==> src/rtl/duty_fifo_pwm_pkg.sv <==
package duty_fifo_pwm_pkg;

   typedef enum logic [1:0] {
      REG_CTRL   = 2'd0,
      REG_STAT   = 2'd1,
      REG_DUTY   = 2'd2,
      REG_PERIOD = 2'd3
   } reg_sel_e;

   localparam int CTL_RUN_BIT  = 0;
   localparam int CTL_SRC_LSB  = 1;
   localparam int CTL_RST_BIT  = 3;
   localparam int CTL_PRE_LSB  = 4;
   localparam int CTL_HOLD_LSB = 16;
   localparam int CTL_HOLD_W   = 3;
   localparam int STAT_OVF_BIT = 7;

endpackage

==> src/rtl/dfp_tick_gen.sv <==
module dfp_tick_gen #(
   parameter int NSRC  = 4,
   parameter int PRE_W = 12,
   parameter int SEL_W = 2
) (
   input  logic             clk,
   input  logic             rst_n,
   input  logic             clr,
   input  logic [NSRC-1:0]  src_tick,
   input  logic [SEL_W-1:0] sel,
   input  logic [PRE_W-1:0] presc,
   output logic             tick
);

   logic             src;
   logic [PRE_W-1:0] div_q;
   logic             div_end;

   generate
      if (NSRC == 1) begin : g_single
         assign src = src_tick[0];
      end else begin : g_mux
         assign src = src_tick[sel];
      end
   endgenerate

   assign div_end = (div_q >= presc);
   assign tick    = src & div_end;

   always_ff @(posedge clk or negedge rst_n) begin
      if (!rst_n) begin
         div_q <= '0;
      end else if (clr) begin
         div_q <= '0;
      end else if (src) begin
         div_q <= div_end ? '0 : div_q + PRE_W'(1);
      end
   end

endmodule

==> src/rtl/dfp_sample_fifo.sv <==
module dfp_sample_fifo #(
   parameter int DEPTH = 4,
   parameter int DW    = 24,
   parameter int LW    = 3
) (
   input  logic          clk,
   input  logic          rst_n,
   input  logic          flush,
   input  logic          push,
   input  logic [DW-1:0] wdata,
   input  logic          pop,
   output logic [DW-1:0] head,
   output logic          empty,
   output logic          push_ok,
   output logic [LW-1:0] level
);

   localparam int AW = (DEPTH > 1) ? $clog2(DEPTH) : 1;

   generate
      if (DEPTH < 2 || (DEPTH & (DEPTH - 1)) != 0) begin : g_bad_depth
         $error("dfp_sample_fifo: DEPTH must be a power of two of at least 2");
      end
   endgenerate

   logic [DW-1:0] mem [DEPTH];
   logic [AW-1:0] wp_q, rp_q;
   logic [LW-1:0] cnt_q;
   logic          do_pop;

   assign empty   = (cnt_q == '0);
   assign do_pop  = pop & ~empty;
   assign push_ok = push & ((cnt_q != LW'(DEPTH)) | do_pop);
   assign head    = mem[rp_q];
   assign level   = cnt_q;

   always_ff @(posedge clk) begin
      if (push_ok && !flush) begin
         mem[wp_q] <= wdata;
      end
   end

   always_ff @(posedge clk or negedge rst_n) begin
      if (!rst_n) begin
         wp_q  <= '0;
         rp_q  <= '0;
         cnt_q <= '0;
      end else if (flush) begin
         wp_q  <= '0;
         rp_q  <= '0;
         cnt_q <= '0;
      end else begin
         if (push_ok) wp_q <= wp_q + AW'(1);
         if (do_pop)  rp_q <= rp_q + AW'(1);
         if (push_ok && !do_pop)      cnt_q <= cnt_q + LW'(1);
         else if (do_pop && !push_ok) cnt_q <= cnt_q - LW'(1);
      end
   end

endmodule

==> src/rtl/dfp_period_core.sv <==
module dfp_period_core #(
   parameter int PW      = 24,
   parameter int OUT_REG = 0
) (
   input  logic          clk,
   input  logic          rst_n,
   input  logic          clr,
   input  logic          run,
   input  logic          tick,
   input  logic [PW-1:0] period,
   input  logic [PW-1:0] head,
   input  logic          empty,
   output logic          pop,
   output logic [PW-1:0] active,
   output logic          pwm
);

   localparam int CW = PW + 1;

   logic [CW-1:0] cnt_q;
   logic [CW-1:0] last;
   logic [PW-1:0] active_q;
   logic          fresh_q;
   logic          at_end;
   logic          hi;

   assign last   = {1'b0, period} + CW'(1);
   assign at_end = (cnt_q >= last);
   assign pop    = run & (fresh_q | (tick & at_end));
   assign active = active_q;
   assign hi     = run & ~fresh_q & (cnt_q < {1'b0, active_q});

   always_ff @(posedge clk or negedge rst_n) begin
      if (!rst_n) begin
         cnt_q    <= '0;
         active_q <= '0;
         fresh_q  <= 1'b1;
      end else if (clr || !run) begin
         cnt_q   <= '0;
         fresh_q <= 1'b1;
         if (clr) active_q <= '0;
      end else if (fresh_q) begin
         fresh_q <= 1'b0;
         cnt_q   <= '0;
         if (!empty) active_q <= head;
      end else if (tick) begin
         if (at_end) begin
            cnt_q <= '0;
            if (!empty) active_q <= head;
         end else begin
            cnt_q <= cnt_q + CW'(1);
         end
      end
   end

   generate
      if (OUT_REG != 0) begin : g_out_reg
         logic pwm_q;
         always_ff @(posedge clk or negedge rst_n) begin
            if (!rst_n)   pwm_q <= 1'b0;
            else if (clr) pwm_q <= 1'b0;
            else          pwm_q <= hi;
         end
         assign pwm = pwm_q;
      end else begin : g_out_comb
         assign pwm = hi;
      end
   endgenerate

endmodule

==> src/rtl/duty_fifo_pwm.sv <==
module duty_fifo_pwm
   import duty_fifo_pwm_pkg::*;
#(
   parameter int DEPTH   = 4,
   parameter int DW      = 24,
   parameter int PW      = 24,
   parameter int PRE_W   = 12,
   parameter int NSRC    = 4,
   parameter int OUT_REG = 0
) (
   input  logic            clk,
   input  logic            rst_n,
   input  logic            wr_en,
   input  logic [1:0]      wr_addr,
   input  logic [DW-1:0]   wr_data,
   input  logic [1:0]      rd_addr,
   output logic [DW-1:0]   rd_data,
   input  logic [NSRC-1:0] src_tick,
   output logic            pwm_out
);

   localparam int LW    = $clog2(DEPTH + 1);
   localparam int SEL_W = (NSRC > 1) ? $clog2(NSRC) : 1;

   generate
      if (DW < PW || DW < CTL_HOLD_LSB + CTL_HOLD_W || PRE_W > 12 || PRE_W < 1 ||
          NSRC < 1 || NSRC > 4 || LW > STAT_OVF_BIT) begin : g_bad_cfg
         $error("duty_fifo_pwm: parameter set does not fit the register layout");
      end
   endgenerate

   logic                  en_q;
   logic [SEL_W-1:0]      src_q;
   logic [PRE_W-1:0]      pre_q;
   logic [CTL_HOLD_W-1:0] hold_q;
   logic                  swr_q;
   logic [PW-1:0]         period_q;
   logic                  ovf_q;

   logic                  wr_ctrl, wr_stat, wr_period;
   logic                  push_req, push_ok;
   logic                  tick, core_pop, fifo_empty;
   logic [PW-1:0]         fifo_head, active;
   logic [LW-1:0]         fifo_level;

   assign wr_ctrl   = wr_en & (reg_sel_e'(wr_addr) == REG_CTRL);
   assign wr_stat   = wr_en & (reg_sel_e'(wr_addr) == REG_STAT);
   assign wr_period = wr_en & (reg_sel_e'(wr_addr) == REG_PERIOD);
   assign push_req  = wr_en & (reg_sel_e'(wr_addr) == REG_DUTY) & ~swr_q;

   always_ff @(posedge clk or negedge rst_n) begin
      if (!rst_n) begin
         en_q     <= 1'b0;
         src_q    <= '0;
         pre_q    <= '0;
         hold_q   <= '0;
         swr_q    <= 1'b0;
         period_q <= '0;
         ovf_q    <= 1'b0;
      end else if (swr_q) begin
         en_q     <= 1'b0;
         src_q    <= '0;
         pre_q    <= '0;
         hold_q   <= '0;
         swr_q    <= 1'b0;
         period_q <= '0;
         ovf_q    <= 1'b0;
      end else begin
         if (wr_ctrl) begin
            en_q   <= wr_data[CTL_RUN_BIT];
            src_q  <= wr_data[CTL_SRC_LSB +: SEL_W];
            pre_q  <= wr_data[CTL_PRE_LSB +: PRE_W];
            hold_q <= wr_data[CTL_HOLD_LSB +: CTL_HOLD_W];
            swr_q  <= wr_data[CTL_RST_BIT];
         end
         if (wr_period) period_q <= wr_data[PW-1:0];
         if (push_req && !push_ok)                ovf_q <= 1'b1;
         else if (wr_stat && wr_data[STAT_OVF_BIT]) ovf_q <= 1'b0;
      end
   end

   dfp_tick_gen #(
      .NSRC  (NSRC),
      .PRE_W (PRE_W),
      .SEL_W (SEL_W)
   ) u_tick (
      .clk      (clk),
      .rst_n    (rst_n),
      .clr      (swr_q | ~en_q),
      .src_tick (src_tick),
      .sel      (src_q),
      .presc    (pre_q),
      .tick     (tick)
   );

   dfp_sample_fifo #(
      .DEPTH (DEPTH),
      .DW    (PW),
      .LW    (LW)
   ) u_fifo (
      .clk     (clk),
      .rst_n   (rst_n),
      .flush   (swr_q),
      .push    (push_req),
      .wdata   (wr_data[PW-1:0]),
      .pop     (core_pop),
      .head    (fifo_head),
      .empty   (fifo_empty),
      .push_ok (push_ok),
      .level   (fifo_level)
   );

   dfp_period_core #(
      .PW      (PW),
      .OUT_REG (OUT_REG)
   ) u_core (
      .clk    (clk),
      .rst_n  (rst_n),
      .clr    (swr_q),
      .run    (en_q),
      .tick   (tick),
      .period (period_q),
      .head   (fifo_head),
      .empty  (fifo_empty),
      .pop    (core_pop),
      .active (active),
      .pwm    (pwm_out)
   );

   always_comb begin
      rd_data = '0;
      unique case (reg_sel_e'(rd_addr))
         REG_CTRL: begin
            rd_data[CTL_RUN_BIT]                 = en_q;
            rd_data[CTL_SRC_LSB +: SEL_W]        = src_q;
            rd_data[CTL_RST_BIT]                 = swr_q;
            rd_data[CTL_PRE_LSB +: PRE_W]        = pre_q;
            rd_data[CTL_HOLD_LSB +: CTL_HOLD_W]  = hold_q;
         end
         REG_STAT: begin
            rd_data[LW-1:0]       = fifo_level;
            rd_data[STAT_OVF_BIT] = ovf_q;
         end
         REG_DUTY:   rd_data[PW-1:0] = active;
         REG_PERIOD: rd_data[PW-1:0] = period_q;
         default:    rd_data = '0;
      endcase
   end

endmodule

==> config.mk <==
export PLATFORM = sky130hd
export DESIGN_NAME = duty_fifo_pwm
export DESIGN_NICKNAME = d
export VERILOG_FILES = /design/src/rtl/duty_fifo_pwm_pkg.sv /design/src/rtl/dfp_tick_gen.sv /design/src/rtl/dfp_sample_fifo.sv /design/src/rtl/dfp_period_core.sv /design/src/rtl/duty_fifo_pwm.sv
export SDC_FILE = /design/constraint.sdc
export NUM_CORES = 1
export LEC_CHECK = 0
export BUFFER_PORTS_ARGS = -buffer_cell sky130_fd_sc_hd__buf_2
export CORE_UTILIZATION = 56
export DETAILED_ROUTE_END_ITERATION = 10
export GPL_TIMING_DRIVEN = 0
export PLACE_DENSITY = 0.77
export SYNTH_ARGS = -nofsm -noshare
export SYNTH_HDL_FRONTEND = slang
export SYNTH_SLANG_ARGS = --single-unit
==> constraint.sdc <==
create_clock -name clk -period 5 [get_ports clk]
set_clock_uncertainty 0.15 [all_clocks]
set_input_delay 0.25 -clock clk [delete_from_list [all_inputs] [get_ports clk]]
set_output_delay 0.25 -clock clk [all_outputs]
set_load 0.01 [all_outputs]
==> metrics.csv, run 1 <==
stage,metric,value,unit
drt,Vias,8269,
clocking,CTS tree,built,
grt,Overflow after GRT,0,
clocking,clk slew on worst S/H paths,60,ps
worst_setup_path,Crit Path Category,flop to flop,
pwr,pwr dens,413,nW/um2
drt,DRC,0,
clocking,CTS sink count,209,
logic_synthesis,distinct cell type count after synthesis,57,
grt,vias in the first global route,8176,
logic_synthesis,synth warn,0,
grt,initial antenna violation count,1,
sta,setup violators final,0,
layout,fin nets,1230,
floorplanning,Initial Util,58.0,%
sta,pins over their slew limit,0,
placement,dpl cell area,11800,um2
worst_setup_path,critical path peak fanout,8,
worst_setup_path,crit start category,flop,
floorplanning,die width,142,um
placement,GPL Wtd Cong,0.930,
worst_setup_path,CP arrival,5030,ps
logic_synthesis,net count after synthesis,1109,
grt,grt met2 use,47.6,%
sta,final worst path period need,4760,ps
drt,Vias/cell,5.90,
flow_run,max-cap viol count,0,
logic_synthesis,top-count cell post-synth,nand2_1,
clocking,Clock Path Buffers,3,
drt,Post-DRT Antenna Nets,0,
layout,Layout fillers,1349,
layout,area grow syn2layout,17.8,%
worst_setup_path,"Data required, critical path",5260,ps
grt,pin count of the biggest net entering global routing,77,
placement,number of buffers added on ports,58,
logic_synthesis,top_reg_cell synth,dfrtp_1,
drt,final WL,27700,um
pwr,Peak supply drop,0.341,mV
floorplanning,I/O pins,60,
pwr,overall power,5.36,mW
floorplanning,die area,20200,um2
sta,final period utilization,95.3,%
clocking,CTS buffer count,23,
logic_synthesis,largest cells by area after synthesis,"edfxtp_1 (26%), dfrtp_1 (25%), ha_1 (7.6%), mux4_2 (5.9%), nand2_1 (5.9%)",
layout,ratio of cells with drive above 1 in the final layout,14.0,%
sta,Worst-Margin Slew,852,ps
drt,routed len/inst,19.8,um
logic_synthesis,"FF+latch count, synth",209,
logic_synthesis,largest area contributor in the synthesized netlist,edfxtp_1,
pwr,leakage power,5.33,nW
grt,grt met3 use,4.41,%
grt,first-pass GRT wire length,43600,um
layout,multi-input logic area,4970,um2
logic_synthesis,post-synthesis async set-or-reset flop share,54.1,%
floorplanning,chip height,142,um
logic_synthesis,sequential share of the synthesized area,51.9,%
logic_synthesis,Commonest cells post-synth,"nand2_1 (173), dfrtp_1 (112), edfxtp_1 (96)",
grt,GRT busiest layer,met2,
logic_synthesis,Yosys top cell area share,26.2,%
clocking,clock latency on the worst-skew pair,530,ps
placement,detailed placer's ending HPWL,20000,um
grt,GRT Total Usage,28.6,%
drt,first drt pass iteration count,5,
worst_setup_path,CP Capture Type,flop,
floorplanning,core area,19000,um2
hold_path,worst hold-check path type,primary input to flop,
outcome,outcome,finished clean,
layout,sequential cell area,5720,um2
clocking,Root Buffer,clkbuf_16,
sta,RSZ-0062 raised after global routing,false,
clocking,htree depth,1,
logic_synthesis,Post-Syn Area per Cell,10.9,um2
drt,initial DRC count,649,
floorplanning,Rows,50,
sta,relative slew slack,43.2,%
logic_synthesis,number of flops mapped to enable cells by yosys,96,
logic_synthesis,Mapped Area,11000,um2
logic_synthesis,cell count after synthesis,1006,
layout,design area,13000,um2
sta,max frequency,210,MHz
grt,met1 Resource Use GR,38.2,%
layout,ANT cells,0,
sta,Final Hold Viols,0,
## final cells by class
class / count / share of cell area, %
well taps: 260 / 2.51
inverters: 56 / 1.62
repair buffers: 96 / 5.94
clock inverters: 15 / 1.50
plain buffers: 46 / 1.42
flip-flops and latches: 209 / 44.1
clock buffers: 25 / 4.50
multi-input cells: 695 / 38.4
## cell families (layout without fill, tap and decap cells)
logic type	Yosys count	in the layout	synth area share [%]
compound gates	184	184	10.1
xor+xnor	40	40	3.19
fa+ha+maj	68	68	7.80
buf+inv	102	238	3.58
flops	209	209	51.9
mux	62	62	8.99
simple gates	341	341	14.4
## where the power goes
part / internal [mW] / total, mW / switching, mW
clock: 1.05 / 1.77 / 0.717
sequential: 2.01 / 2.17 / 0.152
combinational: 0.618 / 1.42 / 0.801
total: 3.69 / 5.36 / 1.67
## what timing repair did
| item | in CTS | in global routing |
|---|---|---|
| endpoints found under the hold margin | 252 | 0 |
| endpoints found under the setup margin | 98 | 103 |
| buffers inserted | 6 | 2 |
| hold buffers | 25 | 0 |
| pin swaps | 4 | 2 |
| gates resized for setup | 8 | 8 |
## stage by stage
step | hold WS [ps] | utilization, % | setup TNS (ps) | setup slack (ps) | cells
finish | 19.1 | 68.3 | 0 | 236 | 1402
global route | 28.8 | 68.3 | 0 | 9.77 | 1402
CTS | 5.07 | 68.1 | -96.4 | -96.4 | 1400
detailed placement | 31.4 | 62.0 | -28000 | -451 | 1329
global placement | 340 | 61.3 | -123730 | -1320 | 1324
floorplan | -196 | - | -1500 | -15.7 | 1006
## cells in the final DEF, fill, tap and decap left out, types with 12 or more instances in the layout
cell type      instances
nand2_1              173
dfrtp_1              109
edfxtp_1              96
a21oi_1               76
ha_1                  67
buf_2                 60
inv_1                 56
o21ai_0               49
nor2_1                44
clkbuf_1              41
mux2i_1               32
mux4_2                29
dlygate4sd3_1         25
nand3_1               24
clkbuf_16             23
xor2_1                20
xnor2_1               20
nand4_1               16
a22o_1                15
and3_1                12
nor2b_1               12
## sequential cells by signal, summed over array words and instances (netlist names)
name / cells
u_fifo.wp_q: 2
u_fifo.rp_q: 2
en_q: 1
u_fifo.mem: 96
u_core.fresh_q: 1
u_tick.div_q: 12
u_core.active: 24
period_q: 24
hold_q: 3
src_q: 2
u_fifo.level: 3
u_core.cnt_q: 25
swr_q: 1
pre_q: 12
ovf_q: 1
## critical path, cell delays in order, from the launching register on
cell and delay, ps:
dfrtp_2 450, ha_1 230, and3_1 270, nand3_2 190
nor3_4 210, nand2_1 90, xor2_1 150, ha_1 320
nand4_1 180, nor4_4 350, nand2_1 140, o211a_1 320
o31ai_4 290, nor3_1 110, fa_2 420, or4_1 520
a21oi_1 160, o31ai_1 100
## worst paths after layout
check / from / to / slack (ps) / cells after the start
max: period_q[0] / u_fifo.level[2] / 240 / 17
min: wr_addr[0] / ovf_q / 20 / 4
max reg2reg: period_q[0] / u_fifo.level[2] / 240 / 17
min reg2reg: u_tick.div_q[10] / u_tick.div_q[10] / 380 / 1
max in group asynchronous: rst_n / period_q[2] / 3950 / 3
min in group asynchronous: rst_n / u_core.cnt_q[23] / 40 / 2
## per-layer routing
metal / vias up / part of all wire (%)
met5: - / 0.054
met3: 52 / 6.5
li1: 3859 / -
met2: 289 / 49
met1: 4067 / 42
met4: 2 / 3.3
Note: power is estimated with default switching activity, not from simulation.
==> run 2, diff against run 1 <==
--- a/config.mk
+++ b/config.mk
@@ -6,10 +6,12 @@
 export NUM_CORES = 1
 export LEC_CHECK = 0
 export BUFFER_PORTS_ARGS = -buffer_cell sky130_fd_sc_hd__buf_2
-export CORE_UTILIZATION = 56
+export CELL_PAD_IN_SITES_DETAIL_PLACEMENT = 0
+export CELL_PAD_IN_SITES_GLOBAL_PLACEMENT = 1
+export CORE_UTILIZATION = 45
 export DETAILED_ROUTE_END_ITERATION = 10
 export GPL_TIMING_DRIVEN = 0
-export PLACE_DENSITY = 0.77
+export PLACE_DENSITY_LB_ADDON = 0.1
 export SYNTH_ARGS = -nofsm -noshare
 export SYNTH_HDL_FRONTEND = slang
 export SYNTH_SLANG_ARGS = --single-unit
==> metrics.csv, run 2 (synthesis gave the netlist of run 1 again) <==
stage,metric,value,unit,change
hold_path,Hold Path Depth,4,,unchanged
worst_setup_path,RR Startpoint,period_q[3],,
sta,pins over their slew limit,0,,unchanged
clocking,clock latency on the worst-skew pair,530,ps,about the same
hold_path,worst hold-check path type,primary input to flop,,
drt,Vias,7930,,-4.1%
sta,RSZ-0062 raised after global routing,false,,
pwr,pwr dens,418,nW/um2,+1.0%
floorplanning,Initial Util,46.3,%,-12 points
pwr,clock power share,34.7,%,+1.6 points
floorplanning,I/O pins,60,,unchanged
layout,fin cells,1470,,+4.9%
pwr,Comb pwr share,26.0,%,-0.5 points
flow_run,max-cap viol count,0,,unchanged
pwr,sequential share of power,39.4,%,-1.0 points
floorplanning,die width,158,um,+11%
pwr,overall power,5.49,mW,+2.5%
grt,vias in the first global route,7867,,-3.8%
grt,GRT Total Usage,24.1,%,-4.4 points
worst_setup_path,R2R Setup Slk,310,ps,+70 ps
floorplanning,core area,23800,um2,+25%
worst_setup_path,R2R depth,17,,unchanged
drt,final WL,28900,um,+4.4%
layout,area grow syn2layout,19.5,%,
floorplanning,die area,25100,um2,+24%
sta,relative slew slack,33.3,%,-9.9 points
worst_setup_path,critical path peak fanout,15,,+7
layout,largest registers,"u_fifo.mem: 96 flops, u_core.cnt_q: 25 flops",,
grt,initial antenna violation count,0,,-1
drt,first drt pass iteration count,5,,unchanged
grt,first-pass GRT wire length,45100,um,+3.4%
grt,pin count of the biggest net entering global routing,93,,+21%
drt,DRC,0,,unchanged
clocking,htree depth,1,,unchanged
pwr,Net Sw Frac,30.6,%,-0.60 points
worst_setup_path,crit start category,flop,,
worst_setup_path,RR Endpoint,u_fifo.mem[1][17],,
layout,most frequent cells in the layout,"nand2_1 (173), dfrtp_1 (109), edfxtp_1 (96), a21oi_1 (76), ha_1 (67)",,
clocking,clk slew on worst S/H paths,60,ps,about the same
drt,routed len/inst,19.7,um,-0.41%
worst_setup_path,CP arrival,4780,ps,-250 ps
sta,final worst path period need,4690,ps,-74.9 ps
pwr,Peak supply drop,0.362,mV,+6.4%
outcome,outcome,finished clean,,
layout,ratio of cells with drive above 1 in the final layout,14.4,%,+0.41 points
worst_setup_path,CP Capture Type,flop,,
worst_setup_path,crit path to,u_fifo.mem[1][17],,
layout,"most common cell after layout, fill and taps aside",nand2_1,,
placement,GPL Wtd Cong,0.827,,-11%
sta,Final Hold Viols,0,,unchanged
sta,setup violators final,0,,unchanged
pwr,Psw,1.68,mW,+0.52%
clocking,CTS tree,built,,
layout,largest register by flop count,u_fifo.mem,,
placement,detailed placer's ending HPWL,21800,um,+8.9%
sta,Hold WS,42.5,ps,+23.4 ps
clocking,Clock Path Buffers,3,,unchanged
floorplanning,Rows,56,,+12%
sta,Worst-Margin Slew,997,ps,+145 ps
sta,max frequency,213,MHz,+1.6%
sta,final period utilization,93.8,%,-1.5 points
clocking,CTS sink count,209,,unchanged
worst_setup_path,"Data required, critical path",5090,ps,-170 ps
floorplanning,chip height,158,um,+11%
drt,initial DRC count,468,,-28%
layout,fin nets,1236,,+0.49%
grt,Overflow after GRT,0,,unchanged
layout,max reg flops,96,,unchanged
pwr,leakage power,5.38,nW,+0.91%
worst_setup_path,Crit Path Category,flop to flop,,
clocking,Root Buffer,clkbuf_16,,
placement,placed cells,1388,,+4.4%
drt,Vias/cell,5.39,,-8.5%
drt,Post-DRT Antenna Nets,0,,unchanged
pwr,internal power,3.81,mW,+3.4%
placement,number of buffers added on ports,58,,unchanged
clocking,CTS buffer count,24,,+4.3%
layout,ANT cells,0,,unchanged
worst_setup_path,start point of the critical path,period_q[3],,
## run 2: changes by cell type in the layout (fill, tap and decap cells not counted), moves of 2 or more
| cell | delta |
|---|---|
| clkbuf_1 | +5 |
| buf_4 | +3 |
| clkinv_2 | -3 |
| buf_16 | -2 |
| buf_8 | +2 |
| clkbuf_8 | +2 |
| clkinv_4 | -2 |
| dlygate4sd3_1 | +2 |
## run 2: layout make-up
type                       count  area (um2)
timing repair buffer         101         787
fill                        2035       10600
sequential                   209        5720
buffer                        46         184
inverter                      56         210
multi-input combinational    695        4990
tap                          319         399
clock inverter                11         206
clock buffer                  33         654
## run 2: worst min path at each step
| stage | startpoint | end | slack [ps] |
|---|---|---|---|
| after floorplan | rst_n | en_q | -200 |
| after global placement | wr_data[21] | u_fifo.mem[2][21] | 340 |
| after detailed placement | rst_n | u_core.cnt_q[21] | -30 |
| after CTS | wr_en | ovf_q | 20 |
| after global routing | wr_en | ovf_q | 80 |
| final | wr_en | ovf_q | 40 |
## run 2: through the flow
step | setup TNS (ps) | utilization, % | instance area, um2 | setup WS, ps
after floorplan | -1500 | - | 11000 | -15.7
after global placement | -151190 | 49.2 | 11700 | -1580
after detailed placement | -48670 | 49.7 | 11800 | -671
after CTS | 0 | 55.1 | 13100 | 70.5
after global routing | 0 | 55.3 | 13100 | 4.64
final | 0 | 55.3 | 13100 | 311
## run 2: power groups by stage
stage	combinational [mW]	clock, mW	sequential [mW]
detailed placement	1.38	0	2.19
floorplan	0.971	0	2.14
global placement	1.35	0	2.19
finish	1.42	1.90	2.16
CTS	1.43	1.94	2.16
global route	1.58	2.01	2.19
## run 2: metal layers
layer	wire length, um	vias to the layer above	part of all wire (%)	GRT usage [%]
li1	-	3883	-	-
met1	13700	3875	47	34.1
met2	13600	137	47	39.5
met3	960	35	3.3	3.02
met4	695	0	2.4	5.72
met5	0	-	0	0
## run 2: critical path: stages (launching register included)
cell,delay (ps)
dfrtp_1,430
and3_1,210
and2_1,140
nand3_1,180
nor3_4,270
nand2_1,110
nor2_1,150
xnor2_1,90
ha_1,290
nand4_2,150
nor4_4,350
nand2_1,160
o211a_4,310
o31a_1,310
buf_6,150
a311o_4,500
nor2_4,210
buf_8,200
## run 2: timing repair
item | CTS | global route
buffers inserted | 7 | 4
pin swaps | 5 | 3
hold endpoints to repair | 253 | 0
resized for setup | 12 | 7
setup endpoints to repair | 108 | 117
hold buffers | 27 | 0
